### config.mk
export PLATFORM = sky130hd
export DESIGN_NAME = addr_dir_status_tracker
export DESIGN_NICKNAME = d
export VERILOG_FILES = /design/src/rtl/adst_pkg.sv /design/src/rtl/adst_line_events.sv /design/src/rtl/adst_first_byte.sv /design/src/rtl/adst_status_flags.sv /design/src/rtl/addr_dir_status_tracker.sv
export SDC_FILE = /design/constraint.sdc
export NUM_CORES = 1
export LEC_CHECK = 0
export BUFFER_PORTS_ARGS = -buffer_cell sky130_fd_sc_hd__buf_2
export CORE_UTILIZATION = 40
export CTS_CLUSTER_SIZE = 24
export DETAILED_ROUTE_END_ITERATION = 16
export GPL_TIMING_DRIVEN = 0
export PLACE_DENSITY = 0.72
export SYNTH_ARGS = -nofsm -noshare
export SYNTH_HDL_FRONTEND = slang
export SYNTH_SLANG_ARGS = --single-unit
### constraint.sdc
create_clock -name clk -period 1.4 [get_ports clk]
set_clock_uncertainty 0.05 [all_clocks]
set_input_delay 0.28 -clock clk [delete_from_list [all_inputs] [get_ports clk]]
set_output_delay 0.28 -clock clk [all_outputs]
set_load 0.01 [all_outputs]
### src/rtl/adst_pkg.sv
package adst_pkg;

   typedef enum logic {
      ROLE_SLAVE  = 1'b0,
      ROLE_MASTER = 1'b1
   } role_e;

   typedef struct packed {
      logic start;
      logic stop;
      logic scl_rise;
   } bus_evt_t;

endpackage

### src/rtl/adst_line_events.sv
module adst_line_events
   import adst_pkg::*;
#(
   parameter int SAMPLE_DEPTH = 2
) (
   input  logic     clk,
   input  logic     rst_n,
   input  logic     scl_i,
   input  logic     sda_i,
   output bus_evt_t evt_o,
   output logic     sda_bit_o
);
   localparam int NEW_IDX = SAMPLE_DEPTH - 2;
   localparam int OLD_IDX = SAMPLE_DEPTH - 1;

   // each stage holds {scl, sda}; idle bus is high on both lines
   logic [SAMPLE_DEPTH-1:0][1:0] pipe_q;

   always_ff @(posedge clk or negedge rst_n) begin
      if (!rst_n) begin
         pipe_q <= '1;
      end else begin
         pipe_q <= {pipe_q[SAMPLE_DEPTH-2:0], {scl_i, sda_i}};
      end
   end

   logic scl_new, sda_new, scl_old, sda_old;
   assign scl_new = pipe_q[NEW_IDX][1];
   assign sda_new = pipe_q[NEW_IDX][0];
   assign scl_old = pipe_q[OLD_IDX][1];
   assign sda_old = pipe_q[OLD_IDX][0];

   always_comb begin
      evt_o.start    = scl_new & scl_old & sda_old & ~sda_new;
      evt_o.stop     = scl_new & scl_old & ~sda_old & sda_new;
      evt_o.scl_rise = scl_new & ~scl_old;
   end

   assign sda_bit_o = sda_new;

endmodule

### src/rtl/adst_first_byte.sv
module adst_first_byte
   import adst_pkg::*;
#(
   parameter int ADDR_W = 7
) (
   input  logic              clk,
   input  logic              rst_n,
   input  bus_evt_t          evt_i,
   input  logic              sda_bit_i,
   output logic [ADDR_W-1:0] addr_o,
   output logic              dir_bit_o,
   output logic              addr_ready_o,
   output logic              ack_rise_o
);
   localparam int CNT_W = $clog2(ADDR_W + 3);
   localparam logic [CNT_W-1:0] DIR_POS = CNT_W'(ADDR_W);
   localparam logic [CNT_W-1:0] ACK_POS = CNT_W'(ADDR_W + 1);

   logic [CNT_W-1:0]  cnt_q;
   logic [ADDR_W-1:0] shreg_q;
   logic              in_first_q;

   always_ff @(posedge clk or negedge rst_n) begin
      if (!rst_n) begin
         cnt_q      <= '0;
         shreg_q    <= '0;
         in_first_q <= 1'b0;
      end else if (evt_i.start) begin
         cnt_q      <= '0;
         in_first_q <= 1'b1;
      end else if (evt_i.stop) begin
         in_first_q <= 1'b0;
      end else if (evt_i.scl_rise && in_first_q) begin
         if (cnt_q < DIR_POS) begin
            shreg_q <= {shreg_q[ADDR_W-2:0], sda_bit_i};
         end
         if (cnt_q == ACK_POS) begin
            in_first_q <= 1'b0;
         end
         cnt_q <= cnt_q + 1'b1;
      end
   end

   assign addr_o       = shreg_q;
   assign dir_bit_o    = sda_bit_i;
   assign addr_ready_o = evt_i.scl_rise & in_first_q & (cnt_q == DIR_POS);
   assign ack_rise_o   = evt_i.scl_rise & in_first_q & (cnt_q == ACK_POS);

   assert_cnt_restart_R1: assert property (@(posedge clk) disable iff (!rst_n)
      evt_i.start |=> (cnt_q == '0));

endmodule

### src/rtl/adst_status_flags.sv
module adst_status_flags
   import adst_pkg::*;
#(
   parameter int ADDR_W       = 7,
   parameter int EXT_W        = 4,
   parameter bit EXT_CHECK_EN = 1'b1
) (
   input  logic              clk,
   input  logic              rst_n,
   input  logic              start_i,
   input  logic              stop_i,
   input  logic [ADDR_W-1:0] addr_i,
   input  logic              dir_bit_i,
   input  logic              addr_ready_i,
   input  logic              ack_rise_i,
   input  logic [ADDR_W-1:0] own_addr_i,
   input  logic              iface_en_i,
   input  logic              master_mode_i,
   input  logic              master_start_i,
   input  logic              sda_drv_i,
   input  logic              release_i,
   input  logic              wait_rel_i,
   input  logic              arb_lost_i,
   output logic              ext_code_o,
   output logic              addr_match_o,
   output logic              xmit_o,
   output logic              sda_oe_o
);
   role_e role;
   assign role = role_e'(master_mode_i);

   logic en_q, arb_q;
   logic ext_q, match_q, trc_q, ninth_q;
   logic en_fall, arb_rise, ext_hit;

   generate
      if (EXT_CHECK_EN) begin : g_ext_on
         logic [EXT_W-1:0] nib;
         assign nib     = addr_i[ADDR_W-1 -: EXT_W];
         assign ext_hit = (&nib) | ~(|nib);
      end else begin : g_ext_off
         assign ext_hit = 1'b0;
      end
   endgenerate

   assign en_fall  = en_q & ~iface_en_i;
   assign arb_rise = arb_lost_i & ~arb_q;

   logic addr_clr, addr_evt, trc_set, trc_clr, ninth_clr;
   assign addr_clr  = start_i | stop_i | release_i | en_fall;
   assign addr_evt  = addr_ready_i & iface_en_i;
   assign trc_set   = iface_en_i &
                      (((role == ROLE_MASTER) & master_start_i) |
                       ((role == ROLE_SLAVE) & addr_ready_i & dir_bit_i));
   assign trc_clr   = stop_i | release_i | wait_rel_i | arb_rise | en_fall |
                      ((role == ROLE_SLAVE) & start_i) |
                      ((role == ROLE_MASTER) & addr_ready_i & sda_drv_i);
   assign ninth_clr = start_i | stop_i | en_fall;

   always_ff @(posedge clk or negedge rst_n) begin
      if (!rst_n) begin
         en_q    <= 1'b0;
         arb_q   <= 1'b0;
         ext_q   <= 1'b0;
         match_q <= 1'b0;
         trc_q   <= 1'b0;
         ninth_q <= 1'b0;
      end else begin
         en_q  <= iface_en_i;
         arb_q <= arb_lost_i;
         // clear conditions take priority over set conditions
         if (addr_clr)                          ext_q   <= 1'b0;
         else if (addr_evt && ext_hit)          ext_q   <= 1'b1;
         if (addr_clr)                          match_q <= 1'b0;
         else if (addr_evt && addr_i == own_addr_i) match_q <= 1'b1;
         if (trc_clr)                           trc_q   <= 1'b0;
         else if (trc_set)                      trc_q   <= 1'b1;
         if (ninth_clr)                         ninth_q <= 1'b0;
         else if (ack_rise_i && iface_en_i)     ninth_q <= 1'b1;
      end
   end

   assign ext_code_o   = ext_q;
   assign addr_match_o = match_q;
   assign xmit_o       = trc_q;
   assign sda_oe_o     = trc_q & ninth_q;

   assert_start_clears_addr_R4: assert property (@(posedge clk) disable iff (!rst_n)
      start_i |=> (!ext_code_o && !addr_match_o));

   assert_strobe_clears_trc_R8: assert property (@(posedge clk) disable iff (!rst_n)
      (stop_i || release_i || wait_rel_i) |=> !xmit_o);

   assert_slave_start_clears_R7: assert property (@(posedge clk) disable iff (!rst_n)
      (start_i && !master_mode_i) |=> !xmit_o);

   assert_ext_only_on_addr_R2: assert property (@(posedge clk) disable iff (!rst_n)
      $rose(ext_code_o) |-> $past(addr_ready_i));

   assert_match_only_on_addr_R3: assert property (@(posedge clk) disable iff (!rst_n)
      $rose(addr_match_o) |-> $past(addr_ready_i));

endmodule

### src/rtl/addr_dir_status_tracker.sv
module addr_dir_status_tracker
   import adst_pkg::*;
#(
   parameter int ADDR_W       = 7,
   parameter int EXT_W        = 4,
   parameter bit EXT_CHECK_EN = 1'b1,
   parameter int SAMPLE_DEPTH = 2
) (
   input  logic              clk,
   input  logic              rst_n,
   input  logic              scl_i,
   input  logic              sda_i,
   input  logic [ADDR_W-1:0] own_addr_i,
   input  logic              iface_en_i,
   input  logic              master_mode_i,
   input  logic              master_start_i,
   input  logic              sda_drv_i,
   input  logic              release_i,
   input  logic              wait_rel_i,
   input  logic              arb_lost_i,
   output logic              ext_code_o,
   output logic              addr_match_o,
   output logic              xmit_o,
   output logic              sda_oe_o
);
   generate
      if (ADDR_W < 2) begin : g_bad_addr
         $error("ADDR_W must be at least 2");
      end
      if (EXT_W < 1 || EXT_W > ADDR_W) begin : g_bad_ext
         $error("EXT_W must lie in 1..ADDR_W");
      end
      if (SAMPLE_DEPTH < 2) begin : g_bad_depth
         $error("SAMPLE_DEPTH must be at least 2");
      end
   endgenerate

   bus_evt_t          evt;
   logic              sda_bit;
   logic [ADDR_W-1:0] addr;
   logic              dir_bit, addr_ready, ack_rise;

   adst_line_events #(.SAMPLE_DEPTH(SAMPLE_DEPTH)) u_events (
      .clk       (clk),
      .rst_n     (rst_n),
      .scl_i     (scl_i),
      .sda_i     (sda_i),
      .evt_o     (evt),
      .sda_bit_o (sda_bit)
   );

   adst_first_byte #(.ADDR_W(ADDR_W)) u_byte (
      .clk          (clk),
      .rst_n        (rst_n),
      .evt_i        (evt),
      .sda_bit_i    (sda_bit),
      .addr_o       (addr),
      .dir_bit_o    (dir_bit),
      .addr_ready_o (addr_ready),
      .ack_rise_o   (ack_rise)
   );

   adst_status_flags #(
      .ADDR_W       (ADDR_W),
      .EXT_W        (EXT_W),
      .EXT_CHECK_EN (EXT_CHECK_EN)
   ) u_flags (
      .clk            (clk),
      .rst_n          (rst_n),
      .start_i        (evt.start),
      .stop_i         (evt.stop),
      .addr_i         (addr),
      .dir_bit_i      (dir_bit),
      .addr_ready_i   (addr_ready),
      .ack_rise_i     (ack_rise),
      .own_addr_i     (own_addr_i),
      .iface_en_i     (iface_en_i),
      .master_mode_i  (master_mode_i),
      .master_start_i (master_start_i),
      .sda_drv_i      (sda_drv_i),
      .release_i      (release_i),
      .wait_rel_i     (wait_rel_i),
      .arb_lost_i     (arb_lost_i),
      .ext_code_o     (ext_code_o),
      .addr_match_o   (addr_match_o),
      .xmit_o         (xmit_o),
      .sda_oe_o       (sda_oe_o)
   );

endmodule

Word level (Yosys, flattened, before mapping)
Cells that the tools add are included.
{"block": "word_totals", "register_bits": 22, "latchBits": 0, "mem_bits_rw": 0, "romBits": 0, "memories": 0}
{"block": "classes", "addsub": 1, "n_mul": 0, "div_mod_pow": 0, "n_lt_le_gt_ge": 1, "n_eq_ne": 4, "n_shift": 0, "n_mux": 15, "n_bitwise": 41, "reduce_logical": 16}
{"cell": "1-bit AND", "count": 20}
{"cell": "1-bit two-way mux", "count": 12}
{"cell": "4-bit two-way mux", "count": 3}
{"cell": "1-bit bitwise OR", "count": 12}
{"cell": "2-bit nonzero test", "count": 5}
{"cell": "1-bit inverter", "count": 9}
{"cell": "4-bit AND reduction", "count": 2}
{"cell": "7-bit equality test", "count": 1}
{"cell": "3-bit nonzero test", "count": 2}
{"cell": "4-bit by 1-bit adder with 4-bit output, second input constant", "count": 1}
{"cell": "4-bit by 3-bit equality test with 1-bit output, second input constant", "count": 1}
{"cell": "4-bit equality test, second input constant", "count": 1}
{"cell": "1-bit logical AND", "count": 4}
{"cell": "4-bit by 3-bit less-than comparator with 1-bit output, second input constant", "count": 1}
{"cell": "2-bit AND reduction", "count": 2}
{"cell": "4-bit OR reduction", "count": 1}
{"cell": "2-bit by 1-bit != test with 1-bit output, second input constant", "count": 1}

Longest topological paths before layout
{"block": "depth", "depth_word": 10, "depth_mapped": 6}

Modules after synthesis
Synthesis repeated with hierarchy kept, for this count alone.
{"block": "hier_totals", "hier_cells": 91, "hier_area_um2": 1041.0}
{"module": "adst_first_byte", "n_inst": 1, "cells_each": 46, "area_each_um2": 560.5, "seq_area_each_um2": 300.3}
{"module": "adst_status_flags", "n_inst": 1, "cells_each": 38, "area_each_um2": 349.1, "seq_area_each_um2": 150.1}
{"module": "adst_line_events", "n_inst": 1, "cells_each": 7, "area_each_um2": 131.4, "seq_area_each_um2": 105.1}

Worst setup path before layout
Ideal clock, no wire load.
{"block": "synth_timing", "kind": "reg-to-reg", "start": "register u_events.pipe_q[3] (netlist name)", "end": "register u_byte.shreg_q[0] (netlist: u_byte.addr_o[0])", "setup_time_ns": 0.125, "arrival_ns": 1.271, "required_ns": 1.225, "setup_slack_ns": -0.046, "stages_incl_launch_ff": 5, "path_buffers": 0, "period_less_slack_ns": 1.446, "cell_sequence": "dfstp_2 > nand3b_4 > nor2_1 > nand2_1 > mux2_2"}
{"block": "synth_via", "elab_chain_len": 5, "elab_cells_between_ends": 11}
{"element": "from (decl)", "line_no": "adst_line_events.sv:17", "source": "logic [SAMPLE_DEPTH-1:0][1:0] pipe_q;"}
{"element": "from (signal assigned)", "line_no": "adst_line_events.sv:23", "source": "pipe_q <= {pipe_q[SAMPLE_DEPTH-2:0], {scl_i, sda_i}};"}
{"element": "1-bit AND", "line_no": "adst_line_events.sv:34, adst_line_events.sv:35"}
{"element": "1-bit AND (on tied branches) (2 in a row)", "line_no": "adst_line_events.sv:34, adst_line_events.sv:35"}
{"element": "1-bit inverter (no source line)"}
{"element": "4-bit AND reduction (no source line) (*)"}
{"element": "to (signal assigned)", "line_no": "adst_first_byte.sv:35", "source": "shreg_q <= {shreg_q[ADDR_W-2:0], sda_bit_i};"}
{"element": "to (decl)", "line_no": "adst_first_byte.sv:20", "source": "logic [ADDR_W-1:0] shreg_q;"}
Mark *: on every way between the ends. The rest lies on a longest branch, timed or not.
A chain may end at the register's enable or synchronous reset.

Worst setup path in the final report
{"block": "layout_timing", "start": "register u_events.pipe_q[1] (netlist name)", "end": "register u_byte.cnt_q[3]"}
{"block": "layout_via", "elab_chain_len": 5, "elab_cells_between_ends": 11}
{"element": "1-bit AND", "line_no": "adst_line_events.sv:34, adst_line_events.sv:35"}
{"element": "1-bit AND (on tied branches) (2 in a row)", "line_no": "adst_line_events.sv:35, adst_line_events.sv:34"}
{"element": "2-bit by 1-bit != test with 1-bit output (no source line) / 2-bit nonzero test (equally long branches)"}
{"element": "2-bit AND reduction (no source line)"}
{"element": "to (signal assigned)", "line_no": "adst_first_byte.sv:40", "source": "cnt_q <= cnt_q + 1'b1;"}
{"element": "to (decl)", "line_no": "adst_first_byte.sv:19", "source": "logic [CNT_W-1:0] cnt_q;"}
Several ways; a longest one is shown, not always the timed one.

==> flow_summary.ini <==
[routing]
drtIter0Drc = 15
dr.pass1.iters = 4
routed_wl_um = 2239
final_antenna_net_count = 0
vias_per_cell = 5.358
num_vias = 868
drc = 0
wire_per_inst_um = 13.82

[final_layout]
final_cell_mix = buf_2 (21), dfrtp_1 (18), nand2_1 (8), xor2_1 (8)
final_common_cell = buf_2
regArea_um2 = 555.5
nNetsFinal = 153
drive_gt1_share_pct = 45.45
area_growth_pct = 31.43
final_util_pct = 56.31
fillCellCount = 216
n_antenna_cell = 0
multiInputGateArea_um2 = 579.3

[logic_synthesis]
synth_edf_count = 0
ys_ff_latch = 22
synth_area_per_cell_um2 = 10.93
syn_inst = 98
yosysSeqAreaShare_pct = 51.87
ys_types = 28
synth.net_count = 118
synthArstFlopShare_pct = 100.0
ys.flop_type = dfrtp_1
yosysWarnings = 0
syn_area_um2 = 1071

[grt]
track_usage_pct = 16.90
antenna_found_initial = 0
grt_overflow_total = 0
grt_pass1_wl_um = 3477
grt_pass1_vias = 793
grt_max_degree = 23

[critical_path]
critical_path_required_ps = 1600
worstSetupStartpointType = flip-flop
crit_type = reg -> reg
max_stage_delay_ps = 580
cp-end-kind = flip-flop
cp_max_fo = 6
cp_slowest_cell = dfstp_2
cp.arrival_ps = 1650
crit_path_cell_trace = nand3b_4 > or3_2 > a21oi_2

[sta]
slew-limit-headroom_pct = 67.56
min_period_ps = 1456
hold_violations = 0
rsz0062_at_grt = yes
fin_crit_sh_pct = 104.0
max_clock_freq_mhz = 686.8
finalSetupViolations = 11
drv_slew = 0
worst_slack_ps = -55.95
tightest_slew_ps = 486.6

[pwr]
peakVddDrop_mv = 0.8696
leakagePower_nw = 0.6463
p_per_area_nw_per_um2 = 1406

[clock_network]
cts_tree = yes
clk_latency_ps = 300
ctsRootBufferMaster = clkbuf_4
cts_htree_levels = 1
clk_pin_slew_ps = 120
clkSinkCount = 22
cts_buffer_depth = 2
numCtsBuffers = 3

[floorplanning]
ioPinCount = 22
die_area_um2 = 2889
die_h_um = 53.75
row_count = 18
fp.dieW_um = 53.75
core_area_um2 = 2500
start_util_pct = 42.84

[status]
violations = negative setup slack
status = finished with violations

[placement]
gp_congestion = 0.7676
post-dp-hpwl_um = 1548
pre_cts_ws_ps = -150.3
portBuffers = 21

[hold_path]
hp-class = in -> reg

[run]
cap_violations = 0
layout make-up:
class | instances | share of cell area, %
clock buffers | 4 | 2.578
inverters | 5 | 1.333
multi-input cells | 71 | 41.16
flip-flops and latches | 22 | 39.47
well taps | 30 | 2.667
repair buffers | 30 | 12.80
worst paths after layout:
| kind | startpoint | endpoint | slack, ps | cells past startpoint |
|---|---|---|---|---|
| max in group asynchronous | rst_n | u_events.pipe_q[1] | 540 | 2 |
| worst min-delay path | arb_lost_i | u_flags.arb_q | 40 | 1 |
| worst max register to register | u_events.pipe_q[1] | u_byte.cnt_q[3] | -60 | 3 |
| worst max-delay path | u_events.pipe_q[1] | u_byte.cnt_q[3] | -60 | 3 |
| worst min register to register | u_events.sda_bit_o | u_events.pipe_q[2] | 370 | 0 |
| min in group asynchronous | rst_n | u_byte.cnt_q[1] | 400 | 2 |
Yosys cell counts (3+ instances only):
| cell | count | area share, % |
|---|---|---|
| inv_1 | 5 | 1.8 |
| a21oi_1 | 6 | 2.8 |
| nand2b_1 | 3 | 1.8 |
| xor2_1 | 8 | 6.5 |
| mux2_2 | 7 | 7.4 |
| dfstp_2 | 4 | 9.8 |
| o21ai_0 | 5 | 2.3 |
| nor2_1 | 8 | 2.8 |
| nand2_1 | 10 | 3.5 |
| dfrtp_1 | 18 | 42 |
sequential cells by signal, indices dropped and copies added, names as in the netlist:
name / flops
u_byte.addr_o: 7
u_byte.cnt_q: 4
u_byte.in_first_q: 1
u_events.pipe_q: 3
u_events.sda_bit_o: 1
u_flags.addr_match_o: 1
u_flags.arb_q: 1
u_flags.en_q: 1
u_flags.ext_code_o: 1
u_flags.ninth_q: 1
u_flags.xmit_o: 1
metrics by stage:
stage / TNS, ps / hold WS, ps / power, W / cells / instance area, um2
after floorplan: 0 / -65.59 / 0.001324 / 98 / 1076
after global placement: -580.0 / 207.9 / 0.001439 / 149 / 1219
after detailed placement: -822.8 / 218.8 / 0.001485 / 149 / 1219
after CTS: -86.72 / 8.142 / 0.001861 / 158 / 1310
after global routing: -1111 / 22.83 / 0.002099 / 162 / 1408
final: -314.9 / 38.75 / 0.001979 / 162 / 1408
power breakdown:
| part | total (W) | switching (W) | internal, W |
|---|---|---|---|
| clock | 0.000345 | 0.000186 | 0.000159 |
| sequential | 0.00105 | 0.000241 | 0.000806 |
| combinational | 0.000588 | 0.000263 | 0.000325 |
cell families after synthesis:
family	Yosys count	share of synthesized area [%]
fa+ha+maj	2	2.336
buf+inv	5	1.753
compound gates	16	8.528
mux	7	7.360
xor+xnor	9	7.360
flops	22	51.87
simple gates	37	20.80
worst max-delay path: cells and delay by family, from the launching register on:
kind               cells  cell delay, ps
DFF                    1             580
and+or+nand+nor        2             640
AOI/OAI and AO/OA      1             140
routing by layer:
layer / vias up / share of wire, % / GRT usage, %
li1: 410 / - / -
met1: 426 / 43 / 20.92
met2: 32 / 51 / 28.60
met3: 0 / 5.7 / 4.237
met4: 0 / 0 / 5.263
met5: - / 0 / 0
repair_timing:
action	CTS	global route
hold buffers	1	2
setup endpoints to repair	10	16
setup buffers	4	2
pin swaps	4	6
gates resized for setup	4	13
cloned	0	0
endpoints found under the hold margin	18	2
No activity file was read; power rests on OpenSTA's default activity.
